==> src/rtl/ectm_pkg.sv <==
// Shared definitions for the bus-edge capture/compare timer.
// Assumes a four-entry register map addressed by a two-bit field.
package ectm_pkg;

    localparam int REG_ADDR_W = 2;

    typedef enum logic [REG_ADDR_W-1:0] {
        REG_CMP  = 2'd0,
        REG_CTRL = 2'd1,
        REG_CAP  = 2'd2,
        REG_CNT  = 2'd3
    } reg_sel_e;

endpackage

==> src/rtl/ectm_bus_edge.sv <==
// Re-times the bus level through STAGES flops and flags a high-to-low change.
// Assumes the bus idles high, so all flops reset to one and no edge follows reset.
module ectm_bus_edge #(
    parameter int STAGES = 2
) (
    input  logic clk,
    input  logic rst_n,
    input  logic bus_i,
    output logic fall_o
);

    logic [STAGES-1:0] sync_q;
    logic              prev_q;

    genvar g;
    generate
        for (g = 0; g < STAGES; g++) begin : g_stage
            if (g == 0) begin : g_first
                // First stage samples the raw bus level.
                always_ff @(posedge clk) begin
                    if (!rst_n) sync_q[0] <= 1'b1;
                    else        sync_q[0] <= bus_i;
                end
            end else begin : g_next
                // Later stages shift the level down the chain.
                always_ff @(posedge clk) begin
                    if (!rst_n) sync_q[g] <= 1'b1;
                    else        sync_q[g] <= sync_q[g-1];
                end
            end
        end
    endgenerate

    // Holds the previous settled level for edge detection.
    always_ff @(posedge clk) begin
        if (!rst_n) prev_q <= 1'b1;
        else        prev_q <= sync_q[STAGES-1];
    end

    // A falling edge is previous high with current low.
    assign fall_o = prev_q & ~sync_q[STAGES-1];

endmodule

==> src/rtl/ectm_ticker.sv <==
// Free-running W-bit counter advanced by a timing enable.
// Assumes the enable is a single-cycle pulse in the system clock domain; wraps silently.
module ectm_ticker #(
    parameter int W = 16
) (
    input  logic         clk,
    input  logic         rst_n,
    input  logic         tick_i,
    output logic [W-1:0] count_o
);

    logic [W-1:0] count_q;

    // Steps the count once per enable, wrapping at the top.
    always_ff @(posedge clk) begin
        if (!rst_n)      count_q <= '0;
        else if (tick_i) count_q <= count_q + 1'b1;
    end

    assign count_o = count_q;

endmodule

==> src/rtl/ectm_match.sv <==
// Capture register, one-shot compare and sticky interrupt flag.
// Assumes fall_i is a single-cycle pulse; the compare runs only in the cycle after a capture.
module ectm_match #(
    parameter int W = 16
) (
    input  logic         clk,
    input  logic         rst_n,
    input  logic         fall_i,
    input  logic [W-1:0] count_i,
    input  logic [W-1:0] cmp_i,
    input  logic         en_i,
    input  logic         clr_i,
    output logic [W-1:0] cap_o,
    output logic         flag_o
);

    logic [W-1:0] cap_q;
    logic         fresh_q;
    logic         flag_q;
    logic         hit;

    // Loads the live count on every detected falling edge.
    always_ff @(posedge clk) begin
        if (!rst_n)      cap_q <= '0;
        else if (fall_i) cap_q <= count_i;
    end

    // Marks the single cycle in which a new capture may be compared.
    always_ff @(posedge clk) begin
        if (!rst_n) fresh_q <= 1'b0;
        else        fresh_q <= fall_i;
    end

    assign hit = fresh_q & en_i & (cap_q == cmp_i);

    // Sticky flag: a match sets it, the clear strobe drops it, set wins.
    always_ff @(posedge clk) begin
        if (!rst_n)     flag_q <= 1'b0;
        else if (hit)   flag_q <= 1'b1;
        else if (clr_i) flag_q <= 1'b0;
    end

    assign cap_o  = cap_q;
    assign flag_o = flag_q;

endmodule

==> src/rtl/ectm_ctrl_regs.sv <==
// Compare value and enable storage plus the read-back multiplexer.
// Assumes capture and count are read-only; writes to their addresses are dropped.
module ectm_ctrl_regs
    import ectm_pkg::*;
#(
    parameter int W = 16
) (
    input  logic                  clk,
    input  logic                  rst_n,
    input  logic                  wr_en_i,
    input  logic [REG_ADDR_W-1:0] wr_addr_i,
    input  logic [W-1:0]          wr_data_i,
    input  logic [REG_ADDR_W-1:0] rd_addr_i,
    input  logic [W-1:0]          cap_i,
    input  logic [W-1:0]          count_i,
    output logic [W-1:0]          cmp_o,
    output logic                  en_o,
    output logic [W-1:0]          rd_data_o
);

    logic [W-1:0] cmp_q;
    logic         en_q;
    reg_sel_e     wsel;
    reg_sel_e     rsel;

    assign wsel = reg_sel_e'(wr_addr_i);
    assign rsel = reg_sel_e'(rd_addr_i);

    // Stores the compare value on a write to its address.
    always_ff @(posedge clk) begin
        if (!rst_n)                          cmp_q <= '0;
        else if (wr_en_i && wsel == REG_CMP) cmp_q <= wr_data_i;
    end

    // Stores the interrupt enable from bit 0 of a control write.
    always_ff @(posedge clk) begin
        if (!rst_n)                           en_q <= 1'b0;
        else if (wr_en_i && wsel == REG_CTRL) en_q <= wr_data_i[0];
    end

    // Selects the read-back value by address.
    always_comb begin
        unique case (rsel)
            REG_CMP:  rd_data_o = cmp_q;
            REG_CTRL: rd_data_o = {{(W-1){1'b0}}, en_q};
            REG_CAP:  rd_data_o = cap_i;
            REG_CNT:  rd_data_o = count_i;
            default:  rd_data_o = '0;
        endcase
    end

    assign cmp_o = cmp_q;
    assign en_o  = en_q;

endmodule

==> src/rtl/edge_capture_timer.sv <==
// Top of the bus-edge capture/compare timer: wires the synchronizer, counter,
// capture/compare logic and register port together.
// Assumes tick_i and all register inputs are synchronous to clk; bus_i may be asynchronous.
module edge_capture_timer
    import ectm_pkg::*;
#(
    parameter int CNT_W       = 16,
    parameter int SYNC_STAGES = 2
) (
    input  logic                  clk,
    input  logic                  rst_n,
    input  logic                  tick_i,
    input  logic                  bus_i,
    input  logic                  wr_en_i,
    input  logic [REG_ADDR_W-1:0] wr_addr_i,
    input  logic [CNT_W-1:0]      wr_data_i,
    input  logic [REG_ADDR_W-1:0] rd_addr_i,
    output logic [CNT_W-1:0]      rd_data_o,
    output logic [CNT_W-1:0]      capture_o,
    output logic                  irq_o,
    input  logic                  irq_clr_i
);

    logic             fall;
    logic [CNT_W-1:0] count;
    logic [CNT_W-1:0] cmp;
    logic             en;

    ectm_bus_edge #(.STAGES(SYNC_STAGES)) u_edge (
        .clk    (clk),
        .rst_n  (rst_n),
        .bus_i  (bus_i),
        .fall_o (fall)
    );

    ectm_ticker #(.W(CNT_W)) u_ticker (
        .clk     (clk),
        .rst_n   (rst_n),
        .tick_i  (tick_i),
        .count_o (count)
    );

    ectm_match #(.W(CNT_W)) u_match (
        .clk     (clk),
        .rst_n   (rst_n),
        .fall_i  (fall),
        .count_i (count),
        .cmp_i   (cmp),
        .en_i    (en),
        .clr_i   (irq_clr_i),
        .cap_o   (capture_o),
        .flag_o  (irq_o)
    );

    ectm_ctrl_regs #(.W(CNT_W)) u_regs (
        .clk       (clk),
        .rst_n     (rst_n),
        .wr_en_i   (wr_en_i),
        .wr_addr_i (wr_addr_i),
        .wr_data_i (wr_data_i),
        .rd_addr_i (rd_addr_i),
        .cap_i     (capture_o),
        .count_i   (count),
        .cmp_o     (cmp),
        .en_o      (en),
        .rd_data_o (rd_data_o)
    );

endmodule

==> config.mk <==
export PLATFORM = sky130hd
export DESIGN_NAME = edge_capture_timer
export DESIGN_NICKNAME = d
export VERILOG_FILES = /design/src/rtl/ectm_pkg.sv /design/src/rtl/ectm_bus_edge.sv /design/src/rtl/ectm_ticker.sv /design/src/rtl/ectm_match.sv /design/src/rtl/ectm_ctrl_regs.sv /design/src/rtl/edge_capture_timer.sv
export SDC_FILE = /design/constraint.sdc
export NUM_CORES = 1
export LEC_CHECK = 0
export ABC_CLOCK_PERIOD_IN_PS = 4000
export BUFFER_PORTS_ARGS = -buffer_cell sky130_fd_sc_hd__buf_2
export CORE_MARGIN = 5
export CORE_UTILIZATION = 32
export DETAILED_ROUTE_END_ITERATION = 8
export PLACE_DENSITY = 0.57
export REMOVE_ABC_BUFFERS = 1
export SYNTH_ARGS = -nofsm -noshare
export SYNTH_HDL_FRONTEND = slang
export SYNTH_SLANG_ARGS = --single-unit
==> constraint.sdc <==
create_clock -name clk -period 4 [get_ports clk]
set_input_delay 0.6 -clock clk [delete_from_list [all_inputs] [get_ports clk]]
set_output_delay 0.6 -clock clk [all_outputs]
set_load 0.05 [all_outputs]
Word level (Yosys, flattened, before mapping) --
Cells that the tools add are included.
Word-level totals: word-level logic and storage cells 27, input bits 26, bits in registers 54, output and inout bits 33
Cells by class: muxes and demuxes 3, bitwise logic cells 4, reduce and logical (&&, ||, !) cells 5, $add $sub $neg 1, equality and inequality tests 5
Operators by type and width (number):
- $pmux 16 s4 | 1
- $add 16x1->16 const B | 1
- $eq 16x16->1 | 1
- $eq 2x1->1 const B | 2
- $eq 2x2->1 const B | 2
- $logic_not 2->1 | 2
- $and 1x1->1 | 3
- $logic_and 1x1->1 | 2
- $mux 1 | 2
- $reduce_bool 2->1 | 1
- $not 1->1 | 1

Depth between registers and ports, before layout --
Gate-level depths: netlist of run 1.
depth after elaboration 3, depth in mapped cells 5

Hierarchy --
Synthesis of run 1 repeated with hierarchy kept, for this count alone.
Unflattened totals: cells, all modules 281, area total of the unflattened synthesis 2733.9 µm²
Modules (own cells, without submodules):
- ectm_ctrl_regs | sequential area each 340.3 µm², cells each 113, area each 1073.5 µm², times used 1
- ectm_match | sequential area each 360.3 µm², cells each 78, area each 830.8 µm², times used 1
- ectm_ticker | sequential area each 320.3 µm², cells each 83, area each 744.5 µm², times used 1
- ectm_bus_edge | sequential area each 60.1 µm², cells each 7, area each 85.1 µm², times used 1

Worst setup path before layout of run 1 --
No wires, ideal clock.
kind input to output, start point input port rd_addr_i[1], end point output port rd_data_o[10], data arrival time 1.823 ns, buffers on the path 2, stages on the path 4, path slack 1.577 ns, cell sequence buf_1 > nor2_1 > clkbuf_1 > a22o_1
On the way: longest elaborated chain between the ends 2
RTL lines:
- start, declared | line edge_capture_timer.sv:17 | input logic [REG_ADDR_W-1:0] rd_addr_i,
- $eq 2x2->1, or another cell as far along | line ectm_ctrl_regs.sv:43 | unique case (rsel)
- $pmux 16 s4 (*) | line ectm_ctrl_regs.sv:43
- end, declared | line edge_capture_timer.sv:18 | output logic [CNT_W-1:0] rd_data_o,
Every way passes the cells marked *; elsewhere a longest branch is shown, timed or not.

Worst setup path after layout of run 1 --
start point input port rd_addr_i[0], end point output port rd_data_o[9]
The elaborated chain is that of the path after synthesis.

==> impl_metrics.json, run 1 <==
{
  "max_freq_mhz": 409,
  "place_area_mm2": 0.00304,
  "via_count": 2236,
  "worstHoldStart": "u_edge.sync_q[0]$_SDFF_PN1_",
  "min_path_cells": 1,
  "finalSetupTns_ns": 0,
  "cap_violations": 0,
  "p_leak_nw": 1.26,
  "cp_data_required_time_ns": 3.40,
  "worst_pin_slew_ns": 0.907,
  "antennaDiodeCount": 0,
  "root_buffer": "clkbuf_8",
  "finalCriticalPeriod_ns": 2.44,
  "synth_area_leaders": "dfxtp_1, nand2_1, a21boi_0, xnor2_1, mux2_2",
  "ir_drop_uv": 177,
  "areaGrowthSynthToFinish_pct": 16.9,
  "r2r_end": "u_ticker.count_o[15]$_SDFFE_PN0P_",
  "fin_crit_sh_pct": 61.1,
  "timing.critical_path.fanout_max": 17,
  "r2r_start": "u_ticker.count_o[2]$_SDFFE_PN0P_",
  "ys_seq_elements": 54,
  "die_h_um": 101,
  "yosysSeqAreaShare_pct": 40.5,
  "cp_slowest_cell": "nor2_1",
  "layout.nets": 375,
  "slew_violations": 0,
  "grt_usage_pct": 13.2,
  "drive_gt1_share_pct": 25.9,
  "viasPerCell": 4.94,
  "cp.arrival_ns": 1.84,
  "path_clk_slew_ns": 0.08,
  "antenna_found_initial": 0,
  "hold_buffers": 0,
  "rrSetupSlack_ns": 2.43,
  "crit_path_start_kind": "input pin",
  "drtIter0Drc": 67,
  "hpwl_mm": 5.02,
  "cts_max_level": 2,
  "grt_pass1_vias": 2193,
  "hp-class": "reg2reg",
  "worstPathCellList": "buf_2 -> nor2_1 -> buf_4 -> a22o_1 -> buf_2",
  "overflow": 0,
  "ant_nets": 0,
  "cts-buffers-inserted": 5,
  "grt_max_degree": 58,
  "clockBufferDepth": 2,
  "synth.top_cell.area_share_pct": 40.5,
  "avgSynthCellArea_um2": 8.95,
  "routedWlPerCell_um": 14.7,
  "synth.most_common_cell": "nand2_1",
  "rsz0062_at_grt": "false",
  "core.rowCount": 33,
  "seqCellArea_mm2": 0.00108,
  "syn_area_mm2": 0.00267,
  "hold_viol": 0,
  "grt_pass1_wl_mm": 10.9,
  "io_pins": 59,
  "end_kind": "output port",
  "synth_top_cell_by_area": "dfxtp_1",
  "setup_violations": 0,
  "multi_input_area_mm2": 0.00151,
  "whs_endpoint": "u_edge.sync_q[1]$_SDFF_PN1_",
  "crit_path_frequent_cell": "buf_2",
  "netlist_instances": 298,
  "fillers": 862,
  "outcome": "complete, no violations",
  "drt_first_pass_iters": 6,
  "post_cts_resized": 0,
  "synthDistinctLibCells": 36,
  "insertion_delay_ns": 0.30,
  "timing.hold.ws_ns": 0.417,
  "port_buffers": 58,
  "fin_area_mm2": 0.00312,
  "cts.sinks": 54,
  "relSlewSlack_pct": 39.3,
  "routed_wl_mm": 6.68,
  "drc": 0,
  "post-cts-setup-buffers": 0,
  "place.gp.congestion": 0.785,
  "synthArstFlopShare_pct": 0,
  "synth_common_cells": "nand2_1, dfxtp_1, a21boi_0",
  "synth_ff_type": "dfxtp_1",
  "max_stage_delay_ns": 0.31,
  "worstSetupPathType": "in2out",
  "yosys_warnings": 0,
  "synth_edf_count": 0,
  "die_x_um": 101,
  "rr_worst_depth": 4,
  "core_area_mm2": 0.00818,
  "p_per_area_mw_per_mm2": 299,
  "finClkSkew_ns": 0.00625,
  "initial_core_util_pct": 32.6,
  "die_area_mm2": 0.0103,
  "cts_tree": "yes"
}
-- worst max-delay path: cells and delay by family --
family,cells,cell delay [ns]
buffers and inverters,3,0.74
AND/OR/NAND/NOR,1,0.31
AO/OA/AOI/OAI,1,0.17
-- layer usage --
| metal | up-vias | GRT usage, % | share of wire (%) |
|---|---|---|---|
| met2 | 56 | 21.3 | 43 |
| met5 | - | 0 | 0 |
| met1 | 1054 | 17.5 | 50 |
| met3 | 6 | 4.41 | 6.2 |
| met4 | 0 | 2.45 | 0.46 |
| li1 | 1120 | - | - |
-- cells in the final DEF (no fill, tap or decap), drive strengths merged, types with 5 or more instances in the layout --
cell,Yosys,routed
nand2,72,72
buf,3,61
dfxtp,54,54
a21boi,34,34
xnor2,23,23
mux2,15,15
a22o,15,15
and2,10,10
nand4,9,9
nand2b,7,7
nand3,6,6
mux2i,5,5
clkbuf,15,5
-- stage by stage --
stage | power [W] | worst slack [ns] | cells | util, %
final | 0.000931 | 1.56 | 453 | 38.1
after global routing | 0.000975 | 1.48 | 453 | 38.1
after CTS | 0.000948 | 1.55 | 453 | 38.1
after detailed placement | 0.000660 | 1.54 | 446 | 37.2
after global placement | 0.000659 | 1.62 | 446 | 37.2
after floorplan | 0.000616 | 1.73 | 280 | -
-- worst max-delay path by stage --
stage	start	depth (start not counted)	endpoint
floorplan	rd_addr_i[1]	2	rd_data_o[10]
global placement	rd_addr_i[0]	5	rd_data_o[8]
detailed placement	rd_addr_i[0]	5	rd_data_o[8]
CTS	rd_addr_i[0]	5	rd_data_o[8]
global route	rd_addr_i[0]	5	rd_data_o[9]
finish	rd_addr_i[0]	5	rd_data_o[9]
-- report_power, final --
part,switching [W],total [W],internal [W]
registers,0.0000112,0.000558,0.000547
clock network,0.000167,0.000285,0.000118
logic,0.0000521,0.0000885,0.0000364
-- flip-flops by register name, indices dropped and copies added (netlist names) --
name              count
u_match.fresh_q       1
u_match.flag_o        1
u_edge.prev_q         1
u_match.cap_o        16
u_regs.en_o           1
u_ticker.count_o     16
u_edge.sync_q         2
u_regs.cmp_o         16
-- logic make-up (layout without fill, tap and decap cells) --
kind of cell | after synthesis | after routing | synth area share, %
DFF | 54 | 54 | 40.5
xor gates and xnor gates | 26 | 26 | 8.54
and+or+nand+nor | 124 | 124 | 23.2
adders and majority gates | 1 | 1 | 0.469
buffers and inverters | 20 | 70 | 3.00
AOI/OAI and AO/OA | 52 | 52 | 15.2
muxes | 21 | 21 | 9.06
-- final cells by class --
type	instances	share of cell area [%]
Clock buffer	5	2.21
Multi-Input combinational cell	224	48.3
Timing Repair Buffer	61	10.0
Sequential cell	54	34.7
Inverter	2	0.241
Tap cell	105	4.22
Clock inverter	2	0.321
Power figures use the tool's default switching activity.
==> run 2: changes to the inputs <==
--- a/config.mk
+++ b/config.mk
@@ -5,7 +5,8 @@
 export SDC_FILE = /design/constraint.sdc
 export NUM_CORES = 1
 export LEC_CHECK = 0
-export ABC_CLOCK_PERIOD_IN_PS = 4000
+export ABC_AREA = 1
+export ABC_CLOCK_PERIOD_IN_PS = 2300
 export BUFFER_PORTS_ARGS = -buffer_cell sky130_fd_sc_hd__buf_2
 export CORE_MARGIN = 5
 export CORE_UTILIZATION = 32
==> constraint.sdc (replaced) <==
create_clock -name clk -period 2.3 [get_ports clk]
set_input_delay 0.345 -clock clk [delete_from_list [all_inputs] [get_ports clk]]
set_output_delay 0.345 -clock clk [all_outputs]
set_load 0.05 [all_outputs]
==> run 2 against run 1 <==
Net effect:
- first-iteration DRC count increased by 24%
- combinational power increased to 3.4 times the previous value
- routed wire length increased by 4.7%
- global-route usage increased by 0.86 points
- critical endpoint is now rd_data_o[10]
- design area decreased by 2.9%
- clock-buffer cell count increased by 2
- highest routed layer unchanged
- clock power increased by 76%
- critical path type unchanged
- largest power group unchanged
- synthesized cell count increased by 23%
- sequential cell count unchanged
- worst hold slack got worse by 0.20 ns
==> impl_metrics.json, run 2 <==
{
  "areaGrowthSynthToFinish_pct": 18.2,
  "hpwl_mm": 5.27,
  "die_h_um": 99.5,
  "rsz0062_at_grt": "false",
  "crit_family": "buffers and inverters",
  "avgSynthCellArea_um2": 7.00,
  "finalCriticalPeriod_ns": 1.98,
  "synth_ff_type": "dfxtp_1",
  "routedWlPerCell_um": 13.4,
  "cp.arrival_ns": 1.64,
  "io_pins": 59,
  "overflow": 0,
  "core.rowCount": 32,
  "cts.sinks": 54,
  "synth_top_family_by_area": "simple AND/OR/NAND/NOR gates",
  "max_stage_delay_ns": 0.32,
  "die_area_mm2": 0.00989,
  "antenna_found_initial": 0,
  "cts-buffers-inserted": 5,
  "grt_usage_pct": 14.1,
  "crit_path_frequent_cell": "buf_2",
  "synth_mux_area_share_pct": 0,
  "syn_area_mm2": 0.00256,
  "ys_seq_elements": 54,
  "outcome": "complete, no violations",
  "root_buffer": "clkbuf_8",
  "fin_area_mm2": 0.00303,
  "finClkSkew_ns": 0.00799,
  "cts_max_level": 2,
  "antennaDiodeCount": 0,
  "max_freq_mhz": 504,
  "place.gp.congestion": 0.826,
  "final_common_cell": "nand2_1",
  "cp_slowest_cell": "buf_2",
  "synthAdderAreaFrac_pct": 0.489,
  "worst_pin_slew_ns": 0.509,
  "crit_buf_inv": 3,
  "synth-simple-area-share_pct": 23.3,
  "total_power_w": 0.00180,
  "synth.most_common_cell": "nand2_1",
  "grt_pass1_wl_mm": 11.3,
  "place_area_mm2": 0.00295,
  "synth_edf_count": 0,
  "hp-class": "in2reg",
  "grt_pass1_vias": 2350,
  "setup_violations": 0,
  "cap_violations": 0,
  "layout_common_cells": "nand2_1, buf_2, inv_1, dfxtp_1",
  "drtIter0Drc": 83,
  "yosys_warnings": 0,
  "fin_crit_sh_pct": 86.2,
  "drive_gt1_share_pct": 19.2,
  "netlist_instances": 366,
  "ir_drop_uv": 255,
  "yosysSeqAreaShare_pct": 42.2,
  "ant_nets": 0,
  "r2r_start": "u_ticker.count_o[0]$_SDFFE_PN0P_",
  "initial_core_util_pct": 33.0,
  "post-cts-setup-buffers": 0,
  "synth_common_cells": "nand2_1, dfxtp_1, inv_1",
  "p_leak_nw": 1.30,
  "drt_first_pass_iters": 4,
  "die_x_um": 99.5,
  "grt_max_degree": 29,
  "pwr-share-comb_pct": 16.8,
  "hold_buffers": 0,
  "synth_top_cell_by_area": "dfxtp_1",
  "port_buffers": 58,
  "cts_tree": "yes",
  "worstPathCellList": "buf_2 -> nor2_1 -> inv_1 -> o221ai_1 -> buf_2",
  "slew_violations": 0,
  "viasPerCell": 4.81,
  "end_kind": "output port",
  "internal-power_w": 0.00127,
  "clockBufferDepth": 2,
  "worstSetupPathType": "in2out",
  "drc": 0,
  "layout.nets": 448,
  "timing.critical_path.fanout_max": 12,
  "worstHoldStart": "bus_i",
  "relSlewSlack_pct": 66.0,
  "cp_data_required_time_ns": 1.96,
  "p_per_area_mw_per_mm2": 596,
  "synthDistinctLibCells": 28,
  "core_area_mm2": 0.00777,
  "routed_wl_mm": 6.99,
  "p_sw_share_pct": 29.8,
  "synth_compound_area_share_pct": 22.4,
  "post_cts_resized": 0,
  "seqPwrFrac_pct": 55.4,
  "crit_path_start_kind": "input pin",
  "p_sw_w": 0.000537,
  "insertion_delay_ns": 0.31,
  "pwr-share-clk_pct": 27.8,
  "synthXorXnorAreaFrac_pct": 1.37,
  "fillers": 866,
  "finalSetupTns_ns": 0,
  "synthArstFlopShare_pct": 0,
  "synth.top_cell.area_share_pct": 42.2,
  "synth_area_leaders": "dfxtp_1, nand2_1, a21oi_1, o21ai_0, inv_1",
  "path_clk_slew_ns": 0.08,
  "via_count": 2518,
  "hold_viol": 0,
  "crit_path_start": "rd_addr_i[1]"
}
-- run 2: worst paths after layout --
check	to	slack, ns	depth (start not counted)
min reg2reg	u_edge.sync_q[1]$_SDFF_PN1_	0.43	1
min	u_edge.sync_q[0]$_SDFF_PN1_	0.22	2
max	rd_data_o[10]	0.32	5
max reg2reg	u_ticker.count_o[12]$_SDFFE_PN0P_	0.84	5
-- run 2: kinds of logic after synthesis --
group | count (synthesis)
and+or+nand+nor | 136
AOI/OAI and AO/OA | 102
buffers and inverters | 69
DFF | 54
xor gates and xnor gates | 4
adders and majority gates | 1
-- run 2: power by group through the flow --
stage | Combinational, W | Sequential, W | Clock (W)
after floorplan | 0.000157 | 0.00106 | 0
after global placement | 0.000301 | 0.00102 | 0
after detailed placement | 0.000305 | 0.00102 | 0
after CTS | 0.000306 | 0.000998 | 0.000524
after global routing | 0.000333 | 0.00100 | 0.000555
final | 0.000303 | 0.000998 | 0.000502
-- run 2: routing by layer --
layer,vias up,GRT usage [%],share of wire [%]
met5,-,0,0
li1,1304,-,-
met3,11,2.88,5.8
met2,69,22.1,45
met1,1134,19.3,48
met4,0,4.94,1.6
-- run 2: worst register-to-register path: stages, from the launching register on --
cell	delay, ns
dfxtp_1	0.46
ha_1	0.24
nor3b_2	0.27
nand3_1	0.15
o21ai_0	0.19
a21oi_1	0.06
-- run 2: through the flow --
| step | hold WS, ns | cells | setup slack, ns | utilization [%] |
|---|---|---|---|---|
| after global routing | 0.205 | 523 | 0.225 | 39.0 |
| after floorplan | 0.392 | 353 | 0.173 | - |
| after detailed placement | 0.408 | 516 | 0.345 | 38.0 |
| after global placement | 0.398 | 516 | 0.423 | 38.0 |
| final | 0.221 | 523 | 0.317 | 39.0 |
| after CTS | 0.209 | 523 | 0.327 | 39.0 |
-- run 2: final cells by class --
cell class,count,area [um2],area share [%]
multi-input combinational,243,1220,40.3
sequential,54,1080,35.7
timing repair buffer,61,313,10.3
inverter,56,210,6.95
tap,102,128,4.22
clock buffer,7,76.3,2.52
==> run 3: changes to the inputs <==
--- a/config.mk
+++ b/config.mk
@@ -8,7 +8,7 @@
 export ABC_AREA = 1
 export ABC_CLOCK_PERIOD_IN_PS = 2300
 export BUFFER_PORTS_ARGS = -buffer_cell sky130_fd_sc_hd__buf_2
-export CORE_MARGIN = 5
+export CORE_MARGIN = 1.5
 export CORE_UTILIZATION = 32
 export DETAILED_ROUTE_END_ITERATION = 8
 export PLACE_DENSITY = 0.57
==> run 3 against run 2 <==
Net effect:
- setup slack got worse by 0.035 ns
- worst hold slack got worse by 0.0083 ns
- first-iteration DRC count increased by 65%
- sequential power about the same
- die area decreased by 14%
- design area increased by 1.1%
- largest cell class unchanged
==> impl_metrics.json, run 3 (synthesis results as in run 2) <==
{
  "drt_first_pass_iters": 5,
  "worst_pin_slew_ns": 0.511,
  "p_per_area_mw_per_mm2": 633,
  "rrSetupSlack_ns": 0.78,
  "cp_slowest_cell": "o221ai_1",
  "max_stage_delay_ns": 0.34,
  "slew_violations": 0,
  "hold_viol": 0,
  "place.gp.congestion": 0.800,
  "core_area_mm2": 0.00773,
  "timing.critical_path.fanout_max": 12,
  "drtIter0Drc": 137,
  "overflow": 0,
  "crit_buf_inv": 3,
  "fin_crit_sh_pct": 87.7,
  "crit_family": "buffers and inverters",
  "post-cts-setup-buffers": 0,
  "crit_path_start_kind": "input pin",
  "grt-busiest-layer": "met2",
  "hold_buffers": 0,
  "grt_pass1_wl_mm": 11.2,
  "layout.nets": 448,
  "ir_drop_uv": 213,
  "finClkSkew_ns": 0.00853,
  "outcome": "complete, no violations",
  "fin_area_mm2": 0.00306,
  "use_met2_pct": 25.9,
  "cp_data_required_time_ns": 1.96,
  "insertion_delay_ns": 0.31,
  "setup_violations": 0,
  "end_kind": "output port",
  "io_pins": 59,
  "hpwl_mm": 5.07,
  "final_common_cell": "nand2_1",
  "use_met1_pct": 23.6,
  "layout_common_cells": "nand2_1, buf_2, inv_1, dfxtp_1",
  "cts_max_level": 2,
  "hp-class": "in2reg",
  "relSlewSlack_pct": 65.9,
  "utilization_pct": 39.6,
  "viasPerCell": 4.79,
  "cp.arrival_ns": 1.67,
  "initial_core_util_pct": 33.1,
  "antennaDiodeCount": 0,
  "grt_usage_pct": 16.6,
  "use_met3_pct": 3.04,
  "grt_max_degree": 36,
  "drive_gt1_share_pct": 19.9,
  "drc": 0,
  "rsz0062_at_grt": "false",
  "routed_wl_mm": 6.86,
  "cap_violations": 0,
  "post_cts_resized": 0,
  "place_area_mm2": 0.00295,
  "die_h_um": 92.5,
  "cts-buffers-inserted": 5,
  "finalCriticalPeriod_ns": 2.02,
  "core.rowCount": 32,
  "die_area_mm2": 0.00855,
  "cts_tree": "yes",
  "areaGrowthSynthToFinish_pct": 19.4,
  "path_clk_slew_ns": 0.10,
  "max_freq_mhz": 495,
  "die_x_um": 92.5,
  "grt_pass1_vias": 2302,
  "worstPathCellList": "buf_2 -> nor2_1 -> inv_1 -> o221ai_1 -> buf_2",
  "p_leak_nw": 1.32,
  "worstSetupPathType": "in2out",
  "finalSetupTns_ns": 0,
  "ant_nets": 0,
  "clockBufferDepth": 2,
  "cts.sinks": 54,
  "crit_path_frequent_cell": "buf_2",
  "port_buffers": 58,
  "via_count": 2512,
  "routedWlPerCell_um": 13.1,
  "antenna_found_initial": 0,
  "root_buffer": "clkbuf_8"
}
run 3: cell types whose count changed in the layout (fill, tap and decap cells not counted):
cell,previous run,this run
clkbuf_1,2,0
clkinv_2,0,2
bufinv_16,0,1
run 3: per-layer routing:
layer | vias up | wire length [um]
met4 | 0 | 77
li1 | 1300 | -
met5 | - | 0
met2 | 64 | 3060
met3 | 6 | 346
met1 | 1142 | 3380
run 3: path summary, 6_finish.rpt:
check / from / to / depth (start not counted)
max: rd_addr_i[1] / rd_data_o[5] / 5
min: bus_i / u_edge.sync_q[0]$_SDFF_PN1_ / 2
max reg2reg: u_ticker.count_o[0]$_SDFFE_PN0P_ / u_ticker.count_o[12]$_SDFFE_PN0P_ / 5
min reg2reg: u_edge.sync_q[1]$_SDFF_PN1_ / u_edge.prev_q$_SDFF_PN1_ / 2
run 3: stage by stage:
stage,hold slack [ns],instances,total power (W),worst slack [ns]
after floorplan,0.392,353,0.00122,0.173
after global placement,0.401,516,0.00132,0.401
after detailed placement,0.403,516,0.00132,0.345
after CTS,0.209,524,0.00195,0.342
after global routing,0.211,524,0.00203,0.216
final,0.212,524,0.00194,0.282
run 3: layout make-up:
cell class	count	area, um2
fill	829	4670
multi-input combinational	243	1220
sequential	54	1080
timing repair buffer	61	313
inverter	56	210
tap	102	128
clock buffer	5	68.8
clock inverter	3	40.0
run 3: where the power goes:
group	internal (W)	leakage [nW]	total (W)	switching, W
Sequential	0.000970	0.440	0.000999	0.0000295
Clock	0.000321	0.0579	0.000633	0.000313
Combinational	0.0000857	0.819	0.000303	0.000218
Total	0.00138	1.32	0.00194	0.000560
